[config.mk]
export PLATFORM = sky130hd
export DESIGN_NAME = stx_serializer
export DESIGN_NICKNAME = d
export VERILOG_FILES = /design/src/rtl/stx_pkg.sv /design/src/rtl/stx_lfsr.sv /design/src/rtl/stx_requant.sv /design/src/rtl/stx_serializer.sv
export SDC_FILE = /design/constraint.sdc
export NUM_CORES = 1
export LEC_CHECK = 0
export BUFFER_PORTS_ARGS = -buffer_cell sky130_fd_sc_hd__buf_2
export CAP_MARGIN = 10
export CORE_MARGIN = 4
export CORE_UTILIZATION = 52
export CTS_BUF_LIST = sky130_fd_sc_hd__clkbuf_2 sky130_fd_sc_hd__clkbuf_4 sky130_fd_sc_hd__clkbuf_8
export DETAILED_ROUTE_END_ITERATION = 8
export PLACE_DENSITY = 0.71
export SETUP_SLACK_MARGIN = 0.05
export SLEW_MARGIN = 25
export SYNTH_ARGS = -nofsm -noshare
export SYNTH_HDL_FRONTEND = slang
export SYNTH_HIERARCHICAL = 1
export SYNTH_SLANG_ARGS = --single-unit
export TNS_END_PERCENT = 50
[constraint.sdc]
create_clock -name clk -period 9 [get_ports clk]
set_clock_uncertainty 0.1 [all_clocks]
set_input_delay 1.8 -clock clk [delete_from_list [all_inputs] [get_ports clk]]
set_output_delay 1.8 -clock clk [all_outputs]
set_load 0.1 [all_outputs]
[src/rtl/stx_pkg.sv]
package stx_pkg;

    localparam int SAMPLE_W = 24;
    localparam int SLOT_BITS = 32;
    localparam int SLOT_LSB = $clog2(SLOT_BITS);
    localparam int NUM_CH = 2;

    typedef enum logic [1:0] {
        FMT_LJ  = 2'd0,
        FMT_DLY = 2'd1,
        FMT_RJ  = 2'd2,
        FMT_TDM = 2'd3
    } fmt_e;

    typedef enum logic [1:0] {
        WL16 = 2'd0,
        WL18 = 2'd1,
        WL20 = 2'd2,
        WL24 = 2'd3
    } wlen_e;

    typedef struct packed {
        fmt_e  fmt;
        wlen_e wl;
    } cfg_t;

    function automatic logic [4:0] wl_bits(wlen_e w);
        case (w)
            WL16:    return 5'd16;
            WL18:    return 5'd18;
            WL20:    return 5'd20;
            default: return 5'd24;
        endcase
    endfunction

    function automatic logic [31:0] lfsr_next(logic [31:0] s);
        return {s[30:0], s[31] ^ s[21] ^ s[1] ^ s[0]};
    endfunction

    // right-aligned W-bit positive full scale
    function automatic logic [SAMPLE_W-1:0] max_pos(wlen_e w);
        return SAMPLE_W'((25'd1 << (wl_bits(w) - 5'd1)) - 25'd1);
    endfunction

    // bit at slot position p of a right-aligned word of width w
    function automatic logic pick_bit(fmt_e f, logic [4:0] w, logic [SLOT_LSB-1:0] p,
                                      logic [SAMPLE_W-1:0] word);
        int wi;
        int pi;
        logic b;
        wi = int'(w);
        pi = int'(p);
        b  = 1'b0;
        case (f)
            FMT_DLY: if (pi >= 1 && pi <= wi) b = word[wi - pi];
            FMT_RJ:  if (pi >= SLOT_BITS - wi) b = word[SLOT_BITS - 1 - pi];
            default: if (pi < wi) b = word[wi - 1 - pi];
        endcase
        return b;
    endfunction

endpackage

[src/rtl/stx_lfsr.sv]
module stx_lfsr #(
    parameter logic [31:0] SEED = 32'hACE1_2468
) (
    input  logic        clk,
    input  logic        rst,
    input  logic        step,
    output logic [31:0] state
);
    import stx_pkg::*;

    always_ff @(posedge clk) begin
        if (rst)       state <= SEED;
        else if (step) state <= lfsr_next(state);
    end

    // a maximal sequence never reaches the all-zero lock-up state
    p_lfsr_live_r8: assert property (@(posedge clk) disable iff (rst) state != 32'd0);

endmodule

[src/rtl/stx_requant.sv]
module stx_requant
    import stx_pkg::*;
(
    input  logic [SAMPLE_W-1:0] sample,
    input  logic [4:0]          wbits,
    input  logic [7:0]          dith,
    output logic [SAMPLE_W-1:0] word
);
    localparam int SUM_W = SAMPLE_W + 2;

    logic [4:0]              k;
    logic [7:0]              mask;
    logic [SUM_W-1:0]        half;
    logic signed [SUM_W-1:0] sx, dv, sum;
    logic [SAMPLE_W-1:0]     sat, shifted, wmask;

    always_comb begin
        k     = 5'(SAMPLE_W) - wbits;
        mask  = 8'((9'd1 << k) - 9'd1);
        half  = (k == 5'd0) ? '0 : (SUM_W'(1) << (k - 5'd1));
        sx    = {{2{sample[SAMPLE_W-1]}}, sample};
        dv    = $signed({18'd0, dith & mask}) - $signed(half);
        sum   = sx + dv;
        if (sum > $signed(SUM_W'(24'h7FFFFF)))
            sat = 24'h7FFFFF;
        else if (sum < -$signed(SUM_W'(24'h800000)))
            sat = 24'h800000;
        else
            sat = sum[SAMPLE_W-1:0];
        shifted = SAMPLE_W'($signed(sat) >>> k);
        wmask   = SAMPLE_W'((25'd1 << wbits) - 25'd1);
        word    = shifted & wmask;
    end

endmodule

[src/rtl/stx_serializer.sv]
module stx_serializer
    import stx_pkg::*;
#(
    parameter int          TDM_SLOTS = 8,
    parameter logic [31:0] LFSR_SEED = 32'hACE1_2468
) (
    input  logic        clk,
    input  logic        rst,
    input  logic        bit_en,
    input  logic [1:0]  fmt_sel,
    input  logic [1:0]  wlen_sel,
    input  logic [23:0] left_in,
    input  logic [23:0] right_in,
    input  logic        chain_in,
    output logic        sdata,
    output logic        lrclk_fs
);
    localparam int FRAME_TDM = TDM_SLOTS * SLOT_BITS;
    localparam int FRAME_ST  = NUM_CH * SLOT_BITS;
    localparam int CNT_W     = $clog2(FRAME_TDM);

    logic [CNT_W-1:0]    cnt_q, cnt_n, last;
    cfg_t                cfg_q, cfg_n;
    logic [SAMPLE_W-1:0] word_q [NUM_CH];
    logic [SAMPLE_W-1:0] word_n [NUM_CH];
    logic [SAMPLE_W-1:0] smp    [NUM_CH];
    logic [SAMPLE_W-1:0] quant  [NUM_CH];
    logic [31:0]         lfsr_q;
    logic                wrap;
    logic [4:0]          wbits_in, wbits_n;
    logic                ch_n, own_n, sd_n, fr_n;

    assign smp[0]   = left_in;
    assign smp[1]   = right_in;
    assign wbits_in = wl_bits(wlen_e'(wlen_sel));

    stx_lfsr #(.SEED(LFSR_SEED)) u_lfsr (
        .clk   (clk),
        .rst   (rst),
        .step  (bit_en && wrap),
        .state (lfsr_q)
    );

    for (genvar c = 0; c < NUM_CH; c++) begin : g_ch
        stx_requant u_rq (
            .sample (smp[c]),
            .wbits  (wbits_in),
            .dith   (lfsr_q[16*c +: 8]),
            .word   (quant[c])
        );
    end

    always_comb begin
        last  = (cfg_q.fmt == FMT_TDM) ? CNT_W'(FRAME_TDM - 1) : CNT_W'(FRAME_ST - 1);
        wrap  = (cnt_q == last);
        cnt_n = wrap ? '0 : cnt_q + CNT_W'(1);
        cfg_n = wrap ? cfg_t'{fmt: fmt_e'(fmt_sel), wl: wlen_e'(wlen_sel)} : cfg_q;
        for (int c = 0; c < NUM_CH; c++)
            word_n[c] = wrap ? quant[c] : word_q[c];
        wbits_n = wl_bits(cfg_n.wl);
        ch_n    = cnt_n[SLOT_LSB];
        own_n   = (cnt_n < CNT_W'(FRAME_ST));
        if (cfg_n.fmt == FMT_TDM && !own_n)
            sd_n = chain_in;
        else
            sd_n = pick_bit(cfg_n.fmt, wbits_n, cnt_n[SLOT_LSB-1:0],
                            ch_n ? word_n[1] : word_n[0]);
        case (cfg_n.fmt)
            FMT_TDM: fr_n = (cnt_n == '0);
            FMT_DLY: fr_n = ch_n || !own_n;
            default: fr_n = own_n && !ch_n;
        endcase
    end

    always_ff @(posedge clk) begin
        if (rst) begin
            cnt_q    <= CNT_W'(FRAME_ST - 1);
            cfg_q    <= cfg_t'{fmt: FMT_LJ, wl: WL24};
            sdata    <= 1'b0;
            lrclk_fs <= 1'b0;
            for (int c = 0; c < NUM_CH; c++) word_q[c] <= '0;
        end else if (bit_en) begin
            cnt_q    <= cnt_n;
            cfg_q    <= cfg_n;
            sdata    <= sd_n;
            lrclk_fs <= fr_n;
            for (int c = 0; c < NUM_CH; c++) word_q[c] <= word_n[c];
        end
    end

    // outputs hold between bit strobes
    p_hold_between_bits_r2: assert property (@(posedge clk) disable iff (rst)
        !bit_en |=> ($stable(sdata) && $stable(lrclk_fs)));

    // frame sync lasts exactly one bit in multi-slot mode
    p_fsync_one_bit_r6: assert property (@(posedge clk) disable iff (rst)
        (bit_en && lrclk_fs && cfg_q.fmt == FMT_TDM) |=> !lrclk_fs);

    // 24-bit words pass through unchanged
    p_pass24_r7: assert property (@(posedge clk) disable iff (rst)
        (bit_en && wrap && wlen_sel == 2'd3) |=> (word_q[0] == $past(left_in)));

    // positive full scale clamps to the W-bit maximum
    p_sat_pos_r9: assert property (@(posedge clk) disable iff (rst)
        (bit_en && wrap && left_in == 24'h7FFFFF) |=> (word_q[0] == max_pos(cfg_q.wl)));

    // captured configuration holds within a frame
    p_cfg_hold_r10: assert property (@(posedge clk) disable iff (rst)
        (bit_en && !wrap) |=> $stable(cfg_q));

endmodule

==> impl_metrics.tcl, run 1 <==
set metrics [dict create \
    status "complete, no violations" \
    std_cell_rows 66 \
    diodes 0 \
    synth_edf_count 48 \
    cp-end-kind "flop" \
    drt_iter0_drc 2147 \
    dp_cells 2843 \
    worst_pin_slew_ns 1.09 \
    r2r-start "cnt_q[0]" \
    grt_pass1_wl_um 97500 \
    ant_nets 0 \
    holdPathStages 1 \
    clk_path_buf_depth 2 \
    required_ns 9.23 \
    yosysUniqueCellTypes 124 \
    power.leakage_nw 7.26 \
    io_buffers 57 \
    numCtsBuffers 9 \
    finalHoldWorstSlack_ns 0.374 \
    synthesis.instances 2395 \
    cp-start-kind "primary input" \
    synth-seq-cells 94 \
    multiInputGateArea_um2 13900 \
    root_buffer "clkbuf_8" \
    yosysSeqAreaShare_pct 13.6 \
    synthArstFlopShare_pct 0 \
    hold_class "flop to flop" \
    clk_latency_ns 0.41 \
    gp_congestion 1.02 \
    floorplan.initialDensity_pct 53.1 \
    fillCellCount 3203 \
    relSlewSlack_pct 27.3 \
    cts.sinks 94 \
    wire_per_inst_um 21.9 \
    routed_wirelength_um 62700 \
    core_um2 32800 \
    fin_crit_ns 8.59 \
    grt_usage_pct 33.1 \
    r2r_cells 13 \
    grt_max_degree 75 \
    slew_violations 0 \
    cts_hold_buf 0 \
    rsz0062_at_grt "false" \
    postPlaceCellArea_um2 18200 \
    r2r_end "sdata" \
    finalHoldViolations 0 \
    final_cells 2859 \
    fp.dieH_um 191 \
    max_stage_delay_ns 0.54 \
    drt_pass1_iterations 6 \
    rrSetupSlack_ns 3.49 \
    cap_viol_max_count 0 \
    clkTransAtPathRegs_ns 0.12 \
    min_from "u_lfsr/state[26]" \
    fmax_mhz 116 \
    synth_common_cells "347 x nand2_1, 209 x a21oi_1, 194 x nor2_1, 141 x o21ai_0, 126 x ha_1" \
    num-nets-final 2611 \
    syn_area_per_cell_um2 7.26 \
    critPathArrivalTime_ns 8.82 \
    cts-resized-gates 0 \
    netlist.area_leader.share_pct 9.06 \
    cts_tree "yes" \
    chipWidth_um 191 \
    drc_errors 0 \
    layout.area.seq_um2 2360 \
    cp_max_fo 7 \
    yosysTopAreaCell "ha_1" \
    io_pins 58 \
    tns_ns 0 \
    crit_type "primary input to flop" \
    drive_gt1_share_pct 12.9 \
    gr-total-overflow 0 \
    post-route-period-util_pct 95.5 \
    fp.dieArea_um2 36400 \
    postCtsSetupBuffers 0 \
    timing.final.ws_setup_ns 0.407 \
    area_growth_pct 5.95 \
    ir_drop_mv 0.118 \
    synth_flop_cell "edfxtp_1" \
    setup_viol 0 \
    antenna_found_initial 0 \
    utilization_pct 56.2 \
    synth.most_common_cell "nand2_1" \
    vias 19100 \
    min_to "u_lfsr/state[27]" \
    first_global_vias 17800 \
    cpMaxStageDelayCell "or4_1" \
    vias_per_cell 6.68 \
    cts_max_level 3 \
    synthTopCellsByArea "ha_1 9.1%, edfxtp_1 8.3%, nand2_1 7.5%, a21oi_1 6.0%, dfxtp_1 5.3%" \
    p_total_mw 3.63 \
    syn-cell-area_um2 17400 \
    p_per_area_nw_per_um2 197 \
    yosys_warnings 6 \
    post-place-ws_ns -0.0373 \
    fin_area_um2 18400 \
    dpl.hpwl_um 47900 \
]
report_power, final:
group	switching (mW)	internal, mW
logic	1.78	1.01
clock network	0.190	0.110
registers	0.0444	0.498
logic make-up after synthesis:
| group | Yosys count | share of synthesized area, % |
|---|---|---|
| compound gates | 796 | 32.2 |
| xor+xnor | 81 | 4.45 |
| fa+ha+maj | 143 | 11.0 |
| buf+inv | 266 | 7.39 |
| flops | 94 | 13.6 |
| mux | 78 | 5.24 |
| other cells | 2 | 0.0432 |
| simple gates | 935 | 26.0 |
layout make-up:
type / instances / area share, %
multi-input cells: 2047 / 75.2
flip-flops and latches: 94 / 12.8
clock buffers: 9 / 0.672
repair buffers: 166 / 5.99
well taps: 442 / 3.00
clock inverters: 7 / 0.407
inverters: 94 / 1.91
how the worst max path moves through the flow:
stage | start | end | depth (start not counted)
6_report | wlen_sel[1] | sdata | 32
3_5_place_dp | wlen_sel[0] | sdata | 32
3_3_place_gp | wlen_sel[0] | sdata | 32
4_1_cts | wlen_sel[0] | sdata | 32
2_1_floorplan | wlen_sel[0] | sdata | 35
5_1_grt | wlen_sel[0] | sdata | 33
routing by layer:
| metal | wire (um) | global-route usage (%) |
|---|---|---|
| met1 | 26500 | 45.7 |
| met2 | 28500 | 53.8 |
| met3 | 5700 | 4.33 |
| met4 | 2050 | 10.9 |
| met5 | 0 | 0 |
cell usage in the layout (no fill, tap or decap), drive strengths merged, types with 14 or more instances in the layout:
cell    instances
mux2i          55
conb           14
a221oi         21
a211oi         59
buf           166
ha            126
inv            93
nand2         350
edfxtp         48
a31oi          20
fa             17
xnor2          50
o311ai         14
o21ai         156
o22ai          17
nor4           25
a22oi          27
nor2b          38
nand4          31
nand2b         48
nor3           61
and3           24
a21oi         211
a21o           22
o211ai         45
nand3          59
mux2           14
o21a           17
a311oi         15
nor2          201
and2           31
xor2           30
a211o          25
dfxtp          46
flip-flops by register name (all words and copies together) (netlist names):
name	cells
word_q	48
cnt_q	8
cfg_q	4
u_lfsr/state	32
lrclk_fs	1
sdata	1
critical path: cells and delay by family:
family / cells / cell delay (ns)
buf+inv: 6 / 0.70
fa+ha+maj: 4 / 1.47
simple gates: 9 / 2.23
compound gates: 13 / 2.59
Note: power is estimated with default switching activity, not from simulation.
==> run 2: changes to the inputs <==
- HOLD_SLACK_MARGIN: default -> 0.12
- RECOVER_POWER: default -> 100
==> run 2 against run 1 <==
Against the previous run:
- the flow now finishes with violations (max-capacitance violations, max-slew violations)
- die area did not move
- via count barely moved
- register-to-register slack improved by 0.02 ns
- worst hold slack got worse by 0.00098 ns
- non-clock buffer count did not move
- fmax rose by 0.19%
- core utilization fell by 0.14 points
- cell count did not move
- sequential power barely moved
- sequential share of layout area barely moved
- clock-buffer cell count did not move
- critical path type unchanged
==> impl_metrics.tcl, run 2 (synthesis results as in run 1) <==
set metrics [dict create \
    critPathArrivalTime_ns 8.62 \
    crit_top_cell "nand2_1" \
    fmax_mhz 117 \
    drt_iter0_drc 2068 \
    crit_type "primary input to flop" \
    floorplan.initialDensity_pct 53.1 \
    final_common_cell "nand2_1" \
    vias_per_cell 6.67 \
    p_per_area_nw_per_um2 197 \
    fp.dieArea_um2 36400 \
    antenna_found_initial 0 \
    post-route-period-util_pct 95.3 \
    postCtsSetupBuffers 0 \
    cp-end-kind "flop" \
    num-nets-final 2611 \
    clk_latency_ns 0.41 \
    top_regs "word_q: 48 flops, u_lfsr/state: 32 flops, cnt_q: 8 flops" \
    dpl.hpwl_um 47900 \
    setup_viol 0 \
    core_um2 32800 \
    r2r_cells 13 \
    cap_viol_max_count 2 \
    r2r_end "sdata" \
    fin_crit_ns 8.58 \
    power.leakage_nw 7.22 \
    r2r-start "cnt_q[0]" \
    required_ns 9.04 \
    crit_path_end "word_q[0][27]" \
    gp_congestion 1.02 \
    ant_nets 0 \
    diodes 0 \
    critPathBufInv 6 \
    numCtsBuffers 9 \
    cp_max_fo 17 \
    gr-total-overflow 0 \
    largest_register_ffs 48 \
    chipWidth_um 191 \
    final_cells 2859 \
    max_stage_delay_ns 0.53 \
    vias 19100 \
    cts.sinks 94 \
    fillCellCount 3213 \
    fp.dieH_um 191 \
    grt_pass1_wl_um 97500 \
    cts_max_level 3 \
    worst_pin_slew_ns 3.11 \
    root_buffer "clkbuf_8" \
    rsz0062_at_grt "false" \
    relSlewSlack_pct -107 \
    dp_cells 2843 \
    largest-register "word_q" \
    io_buffers 57 \
    finalHoldViolations 0 \
    grt_usage_pct 33.1 \
    grt_max_degree 75 \
    clk_path_buf_depth 2 \
    violations "max-capacitance violations, max-slew violations" \
    cp_top_family "simple AND/OR/NAND/NOR gates" \
    wire_per_inst_um 21.9 \
    p_total_mw 3.62 \
    crit_start "wlen_sel[0]" \
    hold_class "flop to flop" \
    drive_gt1_share_pct 12.4 \
    drt_pass1_iterations 5 \
    first_global_vias 17800 \
    final_cell_mix "347 x nand2_1, 208 x a21oi_1, 193 x nor2_1, 139 x o21ai_0, 126 x ha_1" \
    area_growth_pct 5.69 \
    cp-start-kind "primary input" \
    std_cell_rows 66 \
    status "finished, violations left" \
    clkTransAtPathRegs_ns 0.12 \
    drc_errors 0 \
    cts_tree "yes" \
    ir_drop_mv 0.117 \
    io_pins 58 \
    cpMaxStageDelayCell "xnor2_1" \
    routed_wirelength_um 62700 \
    cp_num_cells 31 \
    slew_violations 99 \
    rrSetupSlack_ns 3.51 \
]
[run 2: metal layers]
metal	global-route usage [%]	part of all wire [%]	up-vias
met4	10.9	3.2	0
met3	4.33	8.5	142
li1	-	-	8923
met5	0	0	-
met1	45.7	43	9075
met2	53.8	45	942
[run 2: how the worst min path moves through the flow]
stage / cells after the start / slack, ns / end / from
2_1_floorplan: 1 / 0.33 / u_lfsr/state[27] / u_lfsr/state[26]
3_3_place_gp: 1 / 0.34 / u_lfsr/state[27] / u_lfsr/state[26]
3_5_place_dp: 1 / 0.35 / u_lfsr/state[27] / u_lfsr/state[26]
4_1_cts: 1 / 0.38 / u_lfsr/state[27] / u_lfsr/state[26]
5_1_grt: 1 / 0.40 / u_lfsr/state[10] / u_lfsr/state[9]
6_report: 1 / 0.37 / u_lfsr/state[27] / u_lfsr/state[26]
[run 2: per-stage QoR]
stage	setup TNS [ns]	hold WS (ns)	utilization, %	cell area [um^2]	setup slack [ns]
2_1_floorplan	0	0.331	-	17400	0.123
3_3_place_gp	0	0.343	55.5	18200	0.0193
3_5_place_dp	-0.0373	0.349	55.5	18200	-0.0373
4_1_cts	0	0.377	56.1	18400	0.367
5_1_grt	0	0.403	56.1	18400	0.0309
6_report	0	0.373	56.1	18400	0.423
[run 2: power by group]
group / internal (mW) / switching [mW] / total (mW) / leakage [nW]
logic: 1.01 / 1.77 / 2.78 / 6.21
registers: 0.499 / 0.0450 / 0.544 / 0.908
clock network: 0.110 / 0.189 / 0.299 / 0.0981
total: 1.61 / 2.01 / 3.62 / 7.22
[run 2: final cells by class]
class                      instances  area [um^2]  area share (%)
clock buffer                       9          124           0.674
clock inverter                     7         75.1           0.408
inverter                          94          353            1.92
multi-input combinational       2047        13800            75.2
sequential                        94         2360            12.9
tap                              442          553            3.01
timing repair buffer             166         1080            5.89
[run 2: what timing repair did]
item	CTS	global route
setup endpoints to repair	0	5
gates resized for setup	0	10
endpoints found under the hold margin	0	0
hold buffers	0	0
